## src/rtl/jpp_pkg.sv

```systemverilog
package jpp_pkg;
  // Saturating increment of an interval count.
  function automatic int sat_inc(int v, int vmax);
    return (v >= vmax) ? vmax : v + 1;
  endfunction

  // A count below the floor moves the floor.
  function automatic bit is_below(int v, int floor_v);
    return v < floor_v;
  endfunction

  // A count above the current window widens the spread.
  function automatic bit above_window(int v, int floor_v, int spr);
    return v > floor_v + spr;
  endfunction

  function automatic int new_spread(int v, int floor_v);
    return v - floor_v;
  endfunction

  // Coarse monitor level: one step per STEP counts.
  function automatic int level_of(int v, int step);
    return v / step;
  endfunction
endpackage

```

## src/rtl/jpp_edge_qual.sv

```systemverilog
module jpp_edge_qual (
  input  logic clk,
  input  logic rst_n,
  input  logic enable,
  input  logic data_in,
  input  logic both_edges,
  output logic qual
);
  logic prev_q;
  logic rise_w, fall_w;

  always_ff @(posedge clk or negedge rst_n) begin
    if (!rst_n) prev_q <= 1'b0;
    else        prev_q <= data_in;
  end

  assign rise_w = data_in & ~prev_q;
  assign fall_w = ~data_in & prev_q;
  assign qual   = enable & (both_edges ? (rise_w | fall_w) : rise_w);

  // in jitter mode an interval only opens while data is high
  a_r7_rise_only: assert property (@(posedge clk) disable iff (!rst_n)
    (!both_edges && qual) |-> data_in);
endmodule

```

## src/rtl/jpp_interval_timer.sv

```systemverilog
module jpp_interval_timer #(
  parameter int CNT_MAX   = 127,
  parameter int BIT_TICKS = 100,
  localparam int CW = $clog2(CNT_MAX + 1)
) (
  input  logic          clk,
  input  logic          rst_n,
  input  logic          enable,
  input  logic          qual,
  input  logic          bit_stb,
  input  logic          tick,
  output logic          done,
  output logic [CW-1:0] done_val,
  output logic          running
);
  import jpp_pkg::*;

  logic [CW-1:0] cnt_q;
  logic          run_q;
  logic          timeout_w;

  assign done      = enable & run_q & bit_stb;
  assign done_val  = cnt_q;
  assign running   = run_q;
  assign timeout_w = run_q & tick & ~bit_stb & (int'(cnt_q) >= BIT_TICKS);

  always_ff @(posedge clk or negedge rst_n) begin
    if (!rst_n) begin
      cnt_q <= '0;
      run_q <= 1'b0;
    end else if (!enable) begin
      cnt_q <= '0;
      run_q <= 1'b0;
    end else if (qual) begin
      cnt_q <= '0;
      run_q <= 1'b1;
    end else if (run_q && bit_stb) begin
      run_q <= 1'b0;
    end else if (timeout_w) begin
      run_q <= 1'b0;
    end else if (run_q && tick) begin
      cnt_q <= CW'(sat_inc(int'(cnt_q), CNT_MAX));
    end
  end

  // an open interval never holds a count beyond one bit
  a_r10_bounded: assert property (@(posedge clk) disable iff (!rst_n)
    run_q |-> (int'(cnt_q) <= BIT_TICKS));
  // disabling closes any open interval
  a_r9_disabled: assert property (@(posedge clk) disable iff (!rst_n)
    !enable |=> !run_q);
endmodule

```

## src/rtl/jpp_spread_store.sv

```systemverilog
module jpp_spread_store #(
  parameter int CW = 7
) (
  input  logic          clk,
  input  logic          rst_n,
  input  logic          start,
  input  logic          done,
  input  logic [CW-1:0] done_val,
  output logic [CW-1:0] spread
);
  import jpp_pkg::*;

  logic          active_q, have_first_q;
  logic [CW-1:0] low_q, diff_q;

  always_ff @(posedge clk or negedge rst_n) begin
    if (!rst_n) begin
      active_q     <= 1'b0;
      have_first_q <= 1'b0;
      low_q        <= '0;
      diff_q       <= '0;
    end else if (start) begin
      active_q     <= 1'b1;
      have_first_q <= 1'b0;
      low_q        <= '0;
      diff_q       <= '0;
    end else if (done && active_q) begin
      if (!have_first_q) begin
        low_q        <= done_val;
        diff_q       <= '0;
        have_first_q <= 1'b1;
      end else if (is_below(int'(done_val), int'(low_q))) begin
        low_q <= done_val;
      end else if (above_window(int'(done_val), int'(low_q), int'(diff_q))) begin
        diff_q <= CW'(new_spread(int'(done_val), int'(low_q)));
      end
    end
  end

  assign spread = diff_q;

  // a start pulse clears the result
  a_r3_start_clears: assert property (@(posedge clk) disable iff (!rst_n)
    start |=> (diff_q == '0));
  // within a test the floor only moves down
  a_r4_floor_down: assert property (@(posedge clk) disable iff (!rst_n)
    (active_q && have_first_q && !start) |=> (low_q <= $past(low_q)));
  // within a test the spread only grows
  a_r5_spread_up: assert property (@(posedge clk) disable iff (!rst_n)
    (active_q && !start) |=> (diff_q >= $past(diff_q)));
  // nothing is stored before a test is armed
  a_r13_idle_zero: assert property (@(posedge clk) disable iff (!rst_n)
    (!active_q && !start) |=> (diff_q == '0));
endmodule

```

## src/rtl/jpp_sample_hold.sv

```systemverilog
module jpp_sample_hold #(
  parameter int CW   = 7,
  parameter int STEP = 10,
  parameter int LW   = 4
) (
  input  logic          clk,
  input  logic          rst_n,
  input  logic          done,
  input  logic [CW-1:0] done_val,
  output logic [CW-1:0] last_count,
  output logic [LW-1:0] level
);
  import jpp_pkg::*;

  always_ff @(posedge clk or negedge rst_n) begin
    if (!rst_n) begin
      last_count <= '0;
      level      <= '0;
    end else if (done) begin
      last_count <= done_val;
      level      <= LW'(level_of(int'(done_val), STEP));
    end
  end

  // a completed interval is presented one cycle later
  a_r2_present: assert property (@(posedge clk) disable iff (!rst_n)
    done |=> (last_count == $past(done_val)));
  // without a completion the held count does not move
  a_r2_hold: assert property (@(posedge clk) disable iff (!rst_n)
    !done |=> $stable(last_count));
endmodule

```

## src/rtl/jitter_pp_meter.sv

```systemverilog
module jitter_pp_meter #(
  parameter int CNT_MAX   = 127,
  parameter int BIT_TICKS = 100,
  parameter int STEP      = 10,
  localparam int CW = $clog2(CNT_MAX + 1),
  localparam int LW = $clog2(CNT_MAX / STEP + 1)
) (
  input  logic          clk,
  input  logic          rst_n,
  input  logic          data_in,
  input  logic          bit_stb,
  input  logic          tick,
  input  logic          mode_both,
  input  logic          ext_clk_sel,
  input  logic          start,
  output logic [CW-1:0] spread,
  output logic [CW-1:0] last_count,
  output logic [LW-1:0] level
);
  logic          meas_en;
  logic          qual_edge;
  logic          ivl_done;
  logic [CW-1:0] ivl_val;
  logic          ivl_running;

  assign meas_en = ~ext_clk_sel;

  jpp_edge_qual u_edge (
    .clk(clk), .rst_n(rst_n), .enable(meas_en), .data_in(data_in),
    .both_edges(mode_both), .qual(qual_edge)
  );

  jpp_interval_timer #(.CNT_MAX(CNT_MAX), .BIT_TICKS(BIT_TICKS)) u_timer (
    .clk(clk), .rst_n(rst_n), .enable(meas_en), .qual(qual_edge),
    .bit_stb(bit_stb), .tick(tick), .done(ivl_done), .done_val(ivl_val),
    .running(ivl_running)
  );

  jpp_spread_store #(.CW(CW)) u_store (
    .clk(clk), .rst_n(rst_n), .start(start), .done(ivl_done),
    .done_val(ivl_val), .spread(spread)
  );

  jpp_sample_hold #(.CW(CW), .STEP(STEP), .LW(LW)) u_hold (
    .clk(clk), .rst_n(rst_n), .done(ivl_done), .done_val(ivl_val),
    .last_count(last_count), .level(level)
  );

  // with the external clock selected no interval completes
  a_r9_no_result: assert property (@(posedge clk) disable iff (!rst_n)
    ext_clk_sel |-> !ivl_done);
  // a qualifying edge always leaves an interval open
  a_r12_edge_opens: assert property (@(posedge clk) disable iff (!rst_n)
    qual_edge |=> ivl_running);
endmodule

```

## config.mk

```make
export PLATFORM = sky130hd
export DESIGN_NAME = jitter_pp_meter
export DESIGN_NICKNAME = d
export VERILOG_FILES = /design/src/rtl/jpp_pkg.sv /design/src/rtl/jpp_edge_qual.sv /design/src/rtl/jpp_interval_timer.sv /design/src/rtl/jpp_spread_store.sv /design/src/rtl/jpp_sample_hold.sv /design/src/rtl/jitter_pp_meter.sv
export SDC_FILE = /design/constraint.sdc
export NUM_CORES = 1
export LEC_CHECK = 0
export BUFFER_PORTS_ARGS = -buffer_cell sky130_fd_sc_hd__buf_2
export CORE_ASPECT_RATIO = 0.8
export CORE_MARGIN = 5
export CORE_UTILIZATION = 65
export CTS_BUF_LIST = sky130_fd_sc_hd__clkbuf_2 sky130_fd_sc_hd__clkbuf_4 sky130_fd_sc_hd__clkbuf_8
export DETAILED_ROUTE_END_ITERATION = 8
export PLACE_DENSITY = 0.94
export SETUP_SLACK_MARGIN = 0.3
export SLEW_MARGIN = 20
export SYNTH_ARGS = -nofsm -noshare
export SYNTH_HDL_FRONTEND = slang
export SYNTH_SLANG_ARGS = --single-unit
```

## constraint.sdc

```tcl
create_clock -name clk -period 6.6 [get_ports clk]
set_input_delay 1.32 -clock clk [delete_from_list [all_inputs] [get_ports clk]]
set_output_delay 1.32 -clock clk [all_outputs]
set_load 0.01 [all_outputs]
```

## Word level (Yosys, flattened, before mapping)

Index checks and enable logic that the tools add are counted.

- Register bits after elaboration: 36
- Latch bits: 0
- Bits in writable memories: 0
- Memory bits (read-only): 0
- Output and inout port bits: 18
- Logic and storage cells: 66
- Memories: 0

- Add/sub/neg operators: 3
- $mul: 0
- Div/mod/pow operators: 1
- Magnitude comparators: 4
- Equal/unequal tests: 5
- Shift-type cells: 0
- Multiplexer cells: 22
- Bitwise gates (word level): 13
- Reduce and logical (&&, ||, !) cells: 9

Operators with widths:

| cell | count |
|---|---|
| 2-to-1 mux 7 bit | 15 |
| divider 8 x 5 -> 32 bit, second input constant | 1 |
| greater-than comparator 8 x 32 -> 1 bit | 1 |
| != test 3 bit, second input constant | 5 |
| >= comparator 7 bit, second input constant | 2 |
| adder 7 x 7 -> 8 bit | 1 |
| AND 1 bit | 8 |
| adder 7 x 1 -> 7 bit, second input constant | 1 |
| < comparator 7 bit | 1 |
| 2-to-1 mux 1 bit | 7 |
| subtractor 7 bit | 1 |
| AND reduction 3 bit | 2 |
| NOT 1 bit | 4 |
| nonzero test 4 bit | 1 |
| logical AND 1 bit | 3 |
| nonzero test 3 bit | 1 |
| AND reduction 2 bit | 1 |
| nonzero test 2 bit | 1 |
| OR 1 bit | 1 |

## Depth between registers and ports, before layout

Gate-level depths: netlist of the first run.

- Depth after elaboration: 7
- Mapped depth: 15
- Gate-level depth less buffers: 14

## Modules after synthesis

Synthesis of the first run repeated with hierarchy kept, for this count alone.

- Cells, all modules: 279
- Area total of the unflattened synthesis: 2706.3 um^2

Modules (own cells, without submodules):

| module | times used | cells each | area an instance (um^2) | sequential area each (um^2) |
|---|---|---|---|---|
| jpp_spread_store | 1 | 145 | 1380.1 | 400.4 |
| jpp_sample_hold | 1 | 80 | 773.2 | 275.3 |
| jpp_interval_timer | 1 | 48 | 494.2 | 200.2 |
| jpp_edge_qual | 1 | 5 | 55.1 | 25.0 |
| jitter_pp_meter | 1 | 1 | 3.8 | 0.0 |

## Worst setup path after synthesis of the first run

No wires, ideal clock.

- Path kind: register to register
- Start point: reg u_store.diff_q[0], in the netlist u_store.spread[0]
- End point: reg u_store.diff_q[5], in the netlist u_store.spread[5]
- Setup time: 68 ps
- Arrival: 3104 ps
- Path slack: 3428 ps
- Stages on the path, launching flop included: 16
- Path buffers: 1
- Clock period less this slack: 3172 ps
- Cell sequence: dfrtp_1 > ha_1 > fa_1 > a21oi_1 > nor2_1 > nor2_1 > o21bai_1 > a21oi_1 > xor2_1 > ha_1 > and4_1 > a41oi_1 > o211a_1 > nor4bb_1 > clkbuf_1 > a32o_1

- Cells in the longest elaborated chain, start to end: 4

Ends and longest elaborated chain:

| item | line | source |
|---|---|---|
| start, declared | jpp_spread_store.sv:14 | `logic [CW-1:0] low_q, diff_q;` |
| start signal, assigned | jpp_spread_store.sv:35 | `diff_q <= CW'(new_spread(int'(done_val), int'(low_q)));` |
| adder 7 x 7 -> 8 bit | jpp_pkg.sv:14 | `return v > floor_v + spr;` |
| greater-than comparator 8 x 32 -> 1 bit | jpp_pkg.sv:14 |  |
| != test 3 bit (no line) | n/a |  |
| AND reduction 3 bit (no line) | n/a |  |

No other way between the ends.
A chain may end at the register's enable or synchronous reset.

## Final worst setup path of the first run

- Start point: reg u_store.low_q[0]
- End point: reg u_store.diff_q[5], in the netlist u_store.spread[5]

- Cells in the longest elaborated chain, start to end: 6

Ends and longest elaborated chain:

| item | line | source |
|---|---|---|
| start, declared | jpp_spread_store.sv:14 |  |
| start signal, assigned | jpp_spread_store.sv:29 | `low_q <= done_val;` |
| start signal, assigned | jpp_spread_store.sv:33 | `low_q <= done_val;` |
| parallel branches: the longest is 6 deep, another holds greater-than comparator 8 x 32 -> 1 bit | n/a |  |

Parallel ways; which one is timed is not known. The select of a mux whose other input is x is not followed.

==> flow_metrics.py, run 1 <==
metrics = {
    "logic_synthesis": {
        "yosys.area.top_type": "dfrtp_1",
        "synth_nets": 325,
        "ys_seq_area_share_pct": 34.2,
        "yosys_warnings": 0,
        "synth.avg_cell_area_um2": 9.25,
        "synth_cell_types": 54,
        "postSynth.asyncResetShare_pct": 100,
        "synth-edff-count": 0,
        "synthFlopType": "dfrtp_1",
        "synth_common_cells": "36 x dfrtp_1, 30 x ha_1, 26 x inv_1",
        "yosysMostFrequentCell": "dfrtp_1",
        "synthDominantCellAreaShare_pct": 34.2,
        "syn_area_um2": 2640,
        "syn_inst": 285,
        "ys_ff_latch": 36,
        "yosys-top-cells-area": "dfrtp_1 34%, ha_1 14%, inv_1 3.7%",
    },
    "clock_tree": {
        "cts_setup_buffers": 0,
        "clkTransAtPathRegs_ns": 0.08,
        "cts_buffers": 5,
        "cts.sinks": 36,
        "post_cts_resized": 0,
        "ctsHoldBuffers": 0,
        "cts_root_buf": "clkbuf_8",
        "cts_tree": "built",
        "clock_latency_ns": 0.30,
        "cts_buffer_depth": 2,
        "h-tree-depth": 2,
    },
    "timing": {
        "clock.fmax_mhz": 269,
        "rsz0062_at_grt": "false",
        "period_share_pct": 56.4,
        "finalClockSkew_ns": 0.00741,
        "slew_violations": 0,
        "setup_viol": 0,
        "worstMarginPinSlew_ns": 0.835,
        "hold_viol": 0,
        "tns_ns": 0,
        "period_needed_ns": 3.72,
        "slew_headroom_pct": 44.3,
    },
    "grt": {
        "overflow": 0,
        "track_usage_pct": 22.2,
        "grt_pass1_wl_um": 9250,
        "grt_pass1_vias": 1978,
        "grt.busiest_layer": "met2",
        "gr-usage-met2_pct": 33.8,
        "antenna_found_initial": 0,
        "grt_max_degree": 37,
        "grt_util_met1_pct": 31.9,
        "grtUsageMet3_pct": 5.41,
    },
    "critical_path": {
        "arrival_ns": 3.96,
        "required_ns": 6.83,
        "critPathLaunchType": "flop",
        "end_kind": "flop",
        "path_class": "reg2reg",
        "crit_path_max_fanout": 7,
    },
    "floorplan": {
        "io_pins": 26,
        "chipHeight_um": 67.0,
        "die-area_um2": 5440,
        "die_w_um": 81.2,
        "core_area_um2": 3850,
        "rows": 20,
        "start_util_pct": 68.4,
    },
    "cells_and_area": {
        "antenna_cells": 0,
        "final_area_um2": 2870,
        "drive_gt1_share_pct": 15.3,
        "nets": 347,
        "area_growth_pct": 8.97,
    },
    "detailed_routing": {
        "drt_first_pass_iters": 4,
        "viasPerCell": 5.72,
        "dr_total_vias": 2077,
        "finalWirelength_um": 5380,
        "drt_iter0_markers": 169,
        "route.detailed.drc": 0,
        "post_drt_wl_per_cell_um": 14.8,
        "antenna_left": 0,
    },
    "placement": {
        "dp.final_hpwl_um": 3910,
        "place.gp.congestion": 0.909,
        "port_buffers": 25,
        "placed_area_um2": 2780,
    },
    "pwr": {
        "leakage_uw": 0.00140,
        "power_density_nw_per_um2": 154,
        "worst_ir_drop_vdd_v": 0.000158,
    },
    "status": {
        "status": "finished clean",
    },
    "hold_path": {
        "hp-class": "reg2reg",
    },
    "job": {
        "maxCapViolations": 0,
    },
}
worst max-delay path, cell delays in order (launching register included):
cell	delay [ns]
dfrtp_1	0.42
ha_1	0.22
fa_1	0.42
a21oi_1	0.16
nor2_1	0.05
nor2_1	0.15
o21bai_1	0.09
a21oi_1	0.17
xor2_1	0.17
ha_1	0.26
and4_1	0.21
a41oi_1	0.23
o211a_1	0.19
nor4bb_2	0.65
a32o_1	0.27
layer usage:
metal / share of wire (%) / wire length [um]
met1: 49 / 2650
met2: 44 / 2380
met3: 6.0 / 324
met4: 0.35 / 19
met5: 0 / 0
path summary, 6_finish.rpt:
kind | startpoint | cells after the start | slack [ns] | endpoint
min in group asynchronous | rst_n | 1 | 1.12 | u_edge.prev_q
hold / removal | u_store.active_q | 1 | 0.46 | u_store.active_q
setup reg to reg | u_store.low_q[0] | 14 | 2.88 | u_store.spread[5]
setup / recovery | u_store.low_q[0] | 14 | 2.88 | u_store.spread[5]
hold reg to reg | u_store.active_q | 1 | 0.46 | u_store.active_q
max in group asynchronous | rst_n | 1 | 4.95 | u_store.low_q[2]
cell type report:
type | instances | area [um2]
multi-input cells | 213 | 1590
fillers | 300 | 981
flip-flops and latches | 36 | 901
repair buffers | 25 | 125
inverters | 26 | 97.6
clock buffers | 5 | 68.8
well taps | 55 | 68.8
clock inverters | 3 | 23.8
cell usage in the layout, fill, tap and decap left out, types with 2 or more instances in the layout:
| cell type | Yosys | layout |
|---|---|---|
| or2_2 | 3 | 3 |
| a31oi_1 | 2 | 2 |
| nand2_1 | 24 | 24 |
| xnor2_1 | 6 | 6 |
| nor3_1 | 2 | 2 |
| a311oi_1 | 3 | 3 |
| and3_1 | 3 | 3 |
| inv_1 | 26 | 26 |
| nand2b_1 | 9 | 9 |
| clkinvlp_4 | 0 | 2 |
| clkbuf_8 | 0 | 5 |
| o21a_1 | 4 | 4 |
| nor2b_1 | 4 | 4 |
| xor2_1 | 4 | 4 |
| o22a_1 | 2 | 2 |
| and2_1 | 4 | 4 |
| o21bai_1 | 3 | 3 |
| mux2i_1 | 7 | 7 |
| nor2_1 | 25 | 25 |
| a22o_1 | 6 | 6 |
| o21ai_1 | 5 | 5 |
| fa_1 | 2 | 2 |
| ha_1 | 30 | 30 |
| o21ai_0 | 18 | 18 |
| a21oi_1 | 19 | 19 |
| o211a_1 | 2 | 2 |
| dfrtp_1 | 36 | 36 |
| buf_2 | 3 | 25 |
metrics by stage:
step | utilization [%] | setup slack (ns) | total power, uW | cells | hold slack (ns)
after global placement | 72.0 | 2.74 | 280 | 355 | 0.441
after CTS | 74.5 | 2.90 | 447 | 363 | 0.466
after floorplan | - | 3.43 | 263 | 285 | 0.427
after detailed placement | 72.1 | 2.98 | 282 | 355 | 0.444
after global routing | 74.5 | 2.61 | 466 | 363 | 0.484
final | 74.5 | 2.88 | 443 | 363 | 0.462
logic make-up after synthesis:
kind of cell	Yosys count	synth area share, %
AND/OR/NAND/NOR	81	15.6
multiplexers	8	3.09
flip-flops	36	34.2
AO/OA/AOI/OAI	81	21.8
buffers and inverters	36	5.84
XOR/XNOR	10	3.32
adder cells (fa/ha/maj)	33	16.2
report_power, final:
| group | leakage [uW] | switching [uW] | internal, uW | total [uW] |
|---|---|---|---|---|
| registers | 0.000488 | 4.30 | 228 | 232 |
| clock network | 0.0000404 | 90.3 | 74.8 | 165 |
| logic | 0.000869 | 27.6 | 18.1 | 45.7 |
| total | 0.00140 | 122 | 320 | 443 |
registers in the layout, indices dropped and copies added (netlist names):
register,cells
u_timer.done_val,7
u_hold.level,4
u_edge.prev_q,1
u_store.active_q,1
u_store.have_first_q,1
u_hold.last_count,7
u_store.spread,7
u_store.low_q,7
u_timer.running,1
Power figures use the tool's default switching activity.
==> run 2, diff against run 1 <==
--- a/config.mk
+++ b/config.mk
@@ -8,10 +8,10 @@
 export BUFFER_PORTS_ARGS = -buffer_cell sky130_fd_sc_hd__buf_2
 export CORE_ASPECT_RATIO = 0.8
 export CORE_MARGIN = 5
-export CORE_UTILIZATION = 65
+export CORE_UTILIZATION = 56
 export CTS_BUF_LIST = sky130_fd_sc_hd__clkbuf_2 sky130_fd_sc_hd__clkbuf_4 sky130_fd_sc_hd__clkbuf_8
 export DETAILED_ROUTE_END_ITERATION = 8
-export PLACE_DENSITY = 0.94
+export PLACE_DENSITY = 0.86
 export SETUP_SLACK_MARGIN = 0.3
 export SLEW_MARGIN = 20
 export SYNTH_ARGS = -nofsm -noshare
==> constraint.sdc (replaced) <==
create_clock -name clk -period 3.1 [get_ports clk]
set_input_delay 0.62 -clock clk [delete_from_list [all_inputs] [get_ports clk]]
set_output_delay 0.62 -clock clk [all_outputs]
set_load 0.01 [all_outputs]
==> run 2 against run 1 <==
Compared with the run above:
- the run now ends with negative setup slack left
- count of clock-buffer cells in the layout rose by 2
- combinational power rose by 130%
- global-route usage grew 0.53 points
- fmax increased by 18%
- routed wire length increased by 28%
- non-clock buffer count is 12 higher
- sequential cell count unchanged
- critical endpoint unchanged
- largest cell class unchanged
- highest routed layer unchanged
==> flow_metrics.py, run 2 (synthesis gave the netlist of run 1 again) <==
metrics = {
    "timing": {
        "tns_ns": -0.190,
        "rsz0062_at_grt": "true",
        "setup_viol": 7,
        "slew_violations": 0,
        "hold_viol": 0,
        "period_needed_ns": 3.16,
        "clock.fmax_mhz": 316,
        "fin_ws_ns": -0.0608,
        "finalClockSkew_ns": 0.00907,
        "worstMarginPinSlew_ns": 0.823,
        "fin_worst_hold_slack_ns": 0.414,
        "period_share_pct": 102,
        "slew_headroom_pct": 45.2,
    },
    "cells_and_area": {
        "final_area_um2": 3010,
        "antenna_cells": 0,
        "drive_gt1_share_pct": 21.0,
        "multi_input_area_um2": 1620,
        "nets": 359,
        "fill_cells": 367,
        "final_util_pct": 65.8,
        "layout.cells.most_common": "dfrtp_1",
        "final-seq-area_um2": 903,
        "area_growth_pct": 14.1,
        "final_cell_mix": "34 x dfrtp_1, 29 x ha_1, 25 x inv_1, 25 x nor2_1, 25 x buf_2",
    },
    "critical_path": {
        "required_ns": 3.34,
        "end_kind": "flop",
        "critPathLaunchType": "flop",
        "path_class": "reg2reg",
        "crit_path_max_fanout": 7,
        "arrival_ns": 3.40,
    },
    "clock_tree": {
        "cts_tree": "built",
        "cts.sinks": 36,
        "cts_root_buf": "clkbuf_8",
        "cts_buffer_depth": 2,
        "clkTransAtPathRegs_ns": 0.07,
        "h-tree-depth": 2,
        "clock_latency_ns": 0.30,
        "cts_buffers": 5,
    },
    "detailed_routing": {
        "route.detailed.drc": 0,
        "post_drt_wl_per_cell_um": 18.1,
        "drt_first_pass_iters": 5,
        "finalWirelength_um": 6870,
        "antenna_left": 0,
        "dr_total_vias": 2306,
        "viasPerCell": 6.08,
        "drt_iter0_markers": 208,
    },
    "grt": {
        "track_usage_pct": 22.7,
        "grt.busiest_layer": "met2",
        "overflow": 0,
        "grt_max_degree": 37,
        "grt_pass1_wl_um": 10900,
        "grt_pass1_vias": 2173,
        "grtUsageMet3_pct": 5.06,
        "antenna_found_initial": 0,
        "grt_util_met1_pct": 31.3,
        "gr-usage-met2_pct": 35.8,
    },
    "pwr": {
        "leakage_uw": 0.00148,
        "power_density_nw_per_um2": 323,
        "worst_ir_drop_vdd_v": 0.000243,
        "total_power_uw": 971,
    },
    "floorplan": {
        "core_area_um2": 4570,
        "start_util_pct": 57.7,
        "die_w_um": 86.7,
        "rows": 22,
        "die-area_um2": 6190,
        "io_pins": 26,
        "chipHeight_um": 71.4,
    },
    "placement": {
        "placed_area_um2": 2860,
        "port_buffers": 25,
        "place.gp.congestion": 0.938,
        "dp.final_hpwl_um": 4710,
    },
    "hold_path": {
        "hp-class": "in2async",
    },
    "job": {
        "maxCapViolations": 0,
    },
    "status": {
        "status": "finished with violations",
        "violations": "negative setup slack",
    },
}
==> run 2: per-stage QoR <==
stage / cells / worst slack, ns
after floorplan: 285 / 0.151
after global placement: 368 / 0.0792
after detailed placement: 368 / -0.143
after CTS: 378 / -0.00685
after global routing: 379 / -0.178
final: 379 / -0.0608
==> run 2: worst paths after layout <==
| check | startpoint | to | slack, ns | depth (start not counted) |
|---|---|---|---|---|
| worst max-delay path | u_store.low_q[0] | u_store.spread[5] | -0.06 | 15 |
| min in group clk | data_in | u_edge.prev_q | 0.44 | 1 |
| max in group asynchronous | rst_n | u_timer.done_val[4] | 2.11 | 1 |
| worst min-delay path | rst_n | u_timer.running | 0.41 | 1 |
| worst max register to register | u_store.low_q[0] | u_store.spread[5] | -0.06 | 15 |
| worst min register to register | u_hold.last_count[3] | u_hold.last_count[3] | 0.47 | 2 |
==> run 2: per-layer routing <==
metal	vias up	part of all wire, %
met5	-	0
met4	0	1.7
met3	22	7.3
met2	106	48
met1	1109	43
li1	1069	-
==> run 2: power by group <==
group          switching, uW  total [uW]  internal (uW)  leakage (uW)
logic                   63.5         105           41.2      0.000941
registers               8.19         493            485      0.000484
clock network            176         374            198     0.0000503
==> run 2: area by class of cell <==
cell class,instances,share of cell area (%)
inverter,26,3.24
multi-input combinational,213,53.9
timing repair buffer,37,7.15
tap,60,2.50
clock buffer,7,3.20
sequential,36,30.0
==> run 2: timing repair <==
item,CTS,global route
pin swaps,10,4
setup buffers,3,1
endpoints found under the setup margin,8,15
resized for setup,3,5
hold buffers,0,0
gates cloned,0,0
==> run 2: worst max-delay path, stage by stage, from the launching register on <==
cell,delay [ns]
dfrtp_1,0.41
ha_2,0.21
fa_2,0.37
a21oi_2,0.13
nor2_1,0.04
nor2_1,0.12
o21bai_1,0.11
a21oi_2,0.16
xor2_1,0.18
ha_1,0.27
and4_1,0.17
a41oi_2,0.12
o211a_1,0.21
nor4bb_4,0.22
buf_4,0.20
a32o_1,0.17
==> run 3, diff against run 2 <==
==> constraint.sdc (replaced) <==
create_clock -name clk -period 3.1 [get_ports clk]
set_input_delay 0.62 -clock clk [delete_from_list [all_inputs] [get_ports clk]]
set_output_delay 0.62 -clock clk [all_outputs]
set_load 0.02 [all_outputs]
==> run 3 against run 2 <==
Compared with the run above:
- the flow still finishes with violations (negative setup slack)
- routed wire length shrank 7.9%
- combinational power grew 11%
- final cell count grew 1.6%
- critical path type unchanged
- first-iteration DRC count grew 4.3%
- core utilization grew 1.8 points
- final area grew 2.7%
- count of clock-buffer cells in the layout shrank 2
- total power grew 6.2%
- sequential power is essentially flat
- sequential share of layout area shrank 0.74 points
- worst setup slack gained 0.021 ns
==> flow_metrics.py, run 3 (synthesis gave the netlist of run 1 again) <==
metrics = {
    "status": {
        "status": "finished with violations",
        "violations": "negative setup slack",
    },
    "floorplan": {
        "core_area_um2": 4570,
        "chipHeight_um": 71.4,
        "io_pins": 26,
        "start_util_pct": 57.7,
        "rows": 22,
        "die_w_um": 86.7,
        "die-area_um2": 6190,
    },
    "critical_path": {
        "rr_worst_depth": 15,
        "rrSetupSlack_ns": -0.04,
        "end_kind": "flop",
        "r2r-end": "u_store.spread[5]",
        "r2r_start": "u_store.spread[0]",
        "required_ns": 3.28,
        "crit_path_max_fanout": 2,
        "arrival_ns": 3.32,
        "path_class": "reg2reg",
        "critPathLaunchType": "flop",
    },
    "grt": {
        "antenna_found_initial": 0,
        "grt_pass1_vias": 2049,
        "track_usage_pct": 20.7,
        "grt_pass1_wl_um": 10100,
        "grt_max_degree": 37,
        "overflow": 0,
    },
    "clock_tree": {
        "cts.sinks": 36,
        "cts_tree": "built",
        "ctsHoldBuffers": 0,
        "cts_root_buf": "clkbuf_8",
        "clkTransAtPathRegs_ns": 0.08,
        "h-tree-depth": 2,
        "cts_buffer_depth": 2,
        "clock_latency_ns": 0.29,
        "cts_buffers": 5,
    },
    "pwr": {
        "leakage_uw": 0.00151,
        "power_density_nw_per_um2": 334,
        "worst_ir_drop_vdd_v": 0.000245,
    },
    "timing": {
        "finalClockSkew_ns": 0.00735,
        "fin_ws_ns": -0.0394,
        "fin_worst_hold_slack_ns": 0.414,
        "worstMarginPinSlew_ns": 0.822,
        "setup_viol": 7,
        "period_needed_ns": 3.14,
        "slew_headroom_pct": 45.2,
        "tns_ns": -0.120,
        "period_share_pct": 101,
        "slew_violations": 0,
        "rsz0062_at_grt": "true",
        "clock.fmax_mhz": 319,
        "hold_viol": 0,
    },
    "detailed_routing": {
        "drt_first_pass_iters": 5,
        "route.detailed.drc": 0,
        "antenna_left": 0,
        "finalWirelength_um": 6330,
        "viasPerCell": 5.78,
        "post_drt_wl_per_cell_um": 16.4,
        "dr_total_vias": 2227,
        "drt_iter0_markers": 217,
    },
    "placement": {
        "placed_area_um2": 2880,
        "dp.final_hpwl_um": 4530,
        "place.gp.congestion": 0.866,
        "port_buffers": 25,
        "dp.cells": 370,
    },
    "cells_and_area": {
        "final_util_pct": 67.6,
        "antenna_cells": 0,
        "fin_cells": 385,
        "drive_gt1_share_pct": 23.1,
        "fill_cells": 362,
        "nets": 364,
        "final_area_um2": 3090,
        "final_cell_mix": "33 x dfrtp_1, 29 x ha_1, 26 x inv_1",
        "multi_input_area_um2": 1640,
        "area_growth_pct": 17.1,
        "final-seq-area_um2": 905,
        "layout.cells.most_common": "dfrtp_1",
    },
    "hold_path": {
        "hp-class": "in2async",
    },
    "job": {
        "maxCapViolations": 0,
    },
}
## run 3: final cells by class
class | count | share of cell area [%]
multi-input combinational | 213 | 53.2
sequential | 36 | 29.3
timing repair buffer | 42 | 8.31
tap | 60 | 2.43
clock buffer | 5 | 2.23
inverter | 26 | 3.16
clock inverter | 3 | 1.38
## run 3: worst max-delay path by stage
stage                     slack [ns]                end               from
after global routing           -0.20  u_store.spread[6]   u_store.low_q[0]
final                          -0.04  u_store.spread[5]  u_store.spread[0]
after global placement          0.08  u_store.spread[0]   u_store.low_q[0]
after CTS                       0.04  u_store.spread[6]  u_store.spread[0]
after floorplan                 0.13  u_store.spread[5]  u_store.spread[0]
after detailed placement       -0.15  u_store.spread[6]   u_store.low_q[0]
## run 3: timing repair
| action | in CTS | in global routing |
|---|---|---|
| buffers inserted | 3 | 4 |
| pin swaps | 9 | 6 |
| resized for setup | 4 | 7 |
| endpoints found under the setup margin | 7 | 15 |
## run 3: metrics by stage
stage	total power [uW]	setup slack, ns
after floorplan	569	0.130
after global placement	608	0.0780
after detailed placement	614	-0.146
after CTS	1030	0.0441
after global routing	1070	-0.198
final	1030	-0.0394
## run 3: power by group
part | switching (uW) | total, uW | leakage (uW) | internal, uW
Combinational | 72.6 | 117 | 0.000974 | 44.0
Sequential | 9.51 | 494 | 0.000483 | 484
Clock | 183 | 421 | 0.0000541 | 238
## run 3: layer usage
| layer | vias to the layer above | share of wire (%) | track usage [%] | routed length (um) |
|---|---|---|---|---|
| li1 | 1084 | - | - | - |
| met4 | 0 | 0.63 | 5.54 | 40 |
| met3 | 8 | 6.9 | 4.14 | 438 |
| met5 | - | 0 | 0 | 0 |
| met1 | 1050 | 46 | 30.2 | 2880 |
| met2 | 85 | 47 | 31.3 | 2970 |
## run 3: worst max-delay path: stages, from the launching register on
cell and delay (ns):
dfrtp_2 0.43, ha_4 0.16, fa_2 0.35, a21oi_2 0.13, nor2_1 0.05, nor2_1 0.16
o21bai_1 0.09, a21oi_1 0.17, xor2_1 0.18, ha_1 0.27, buf_4 0.14, o21a_1 0.09
o211a_1 0.24, nor4bb_4 0.16, buf_4 0.15, a32o_2 0.26
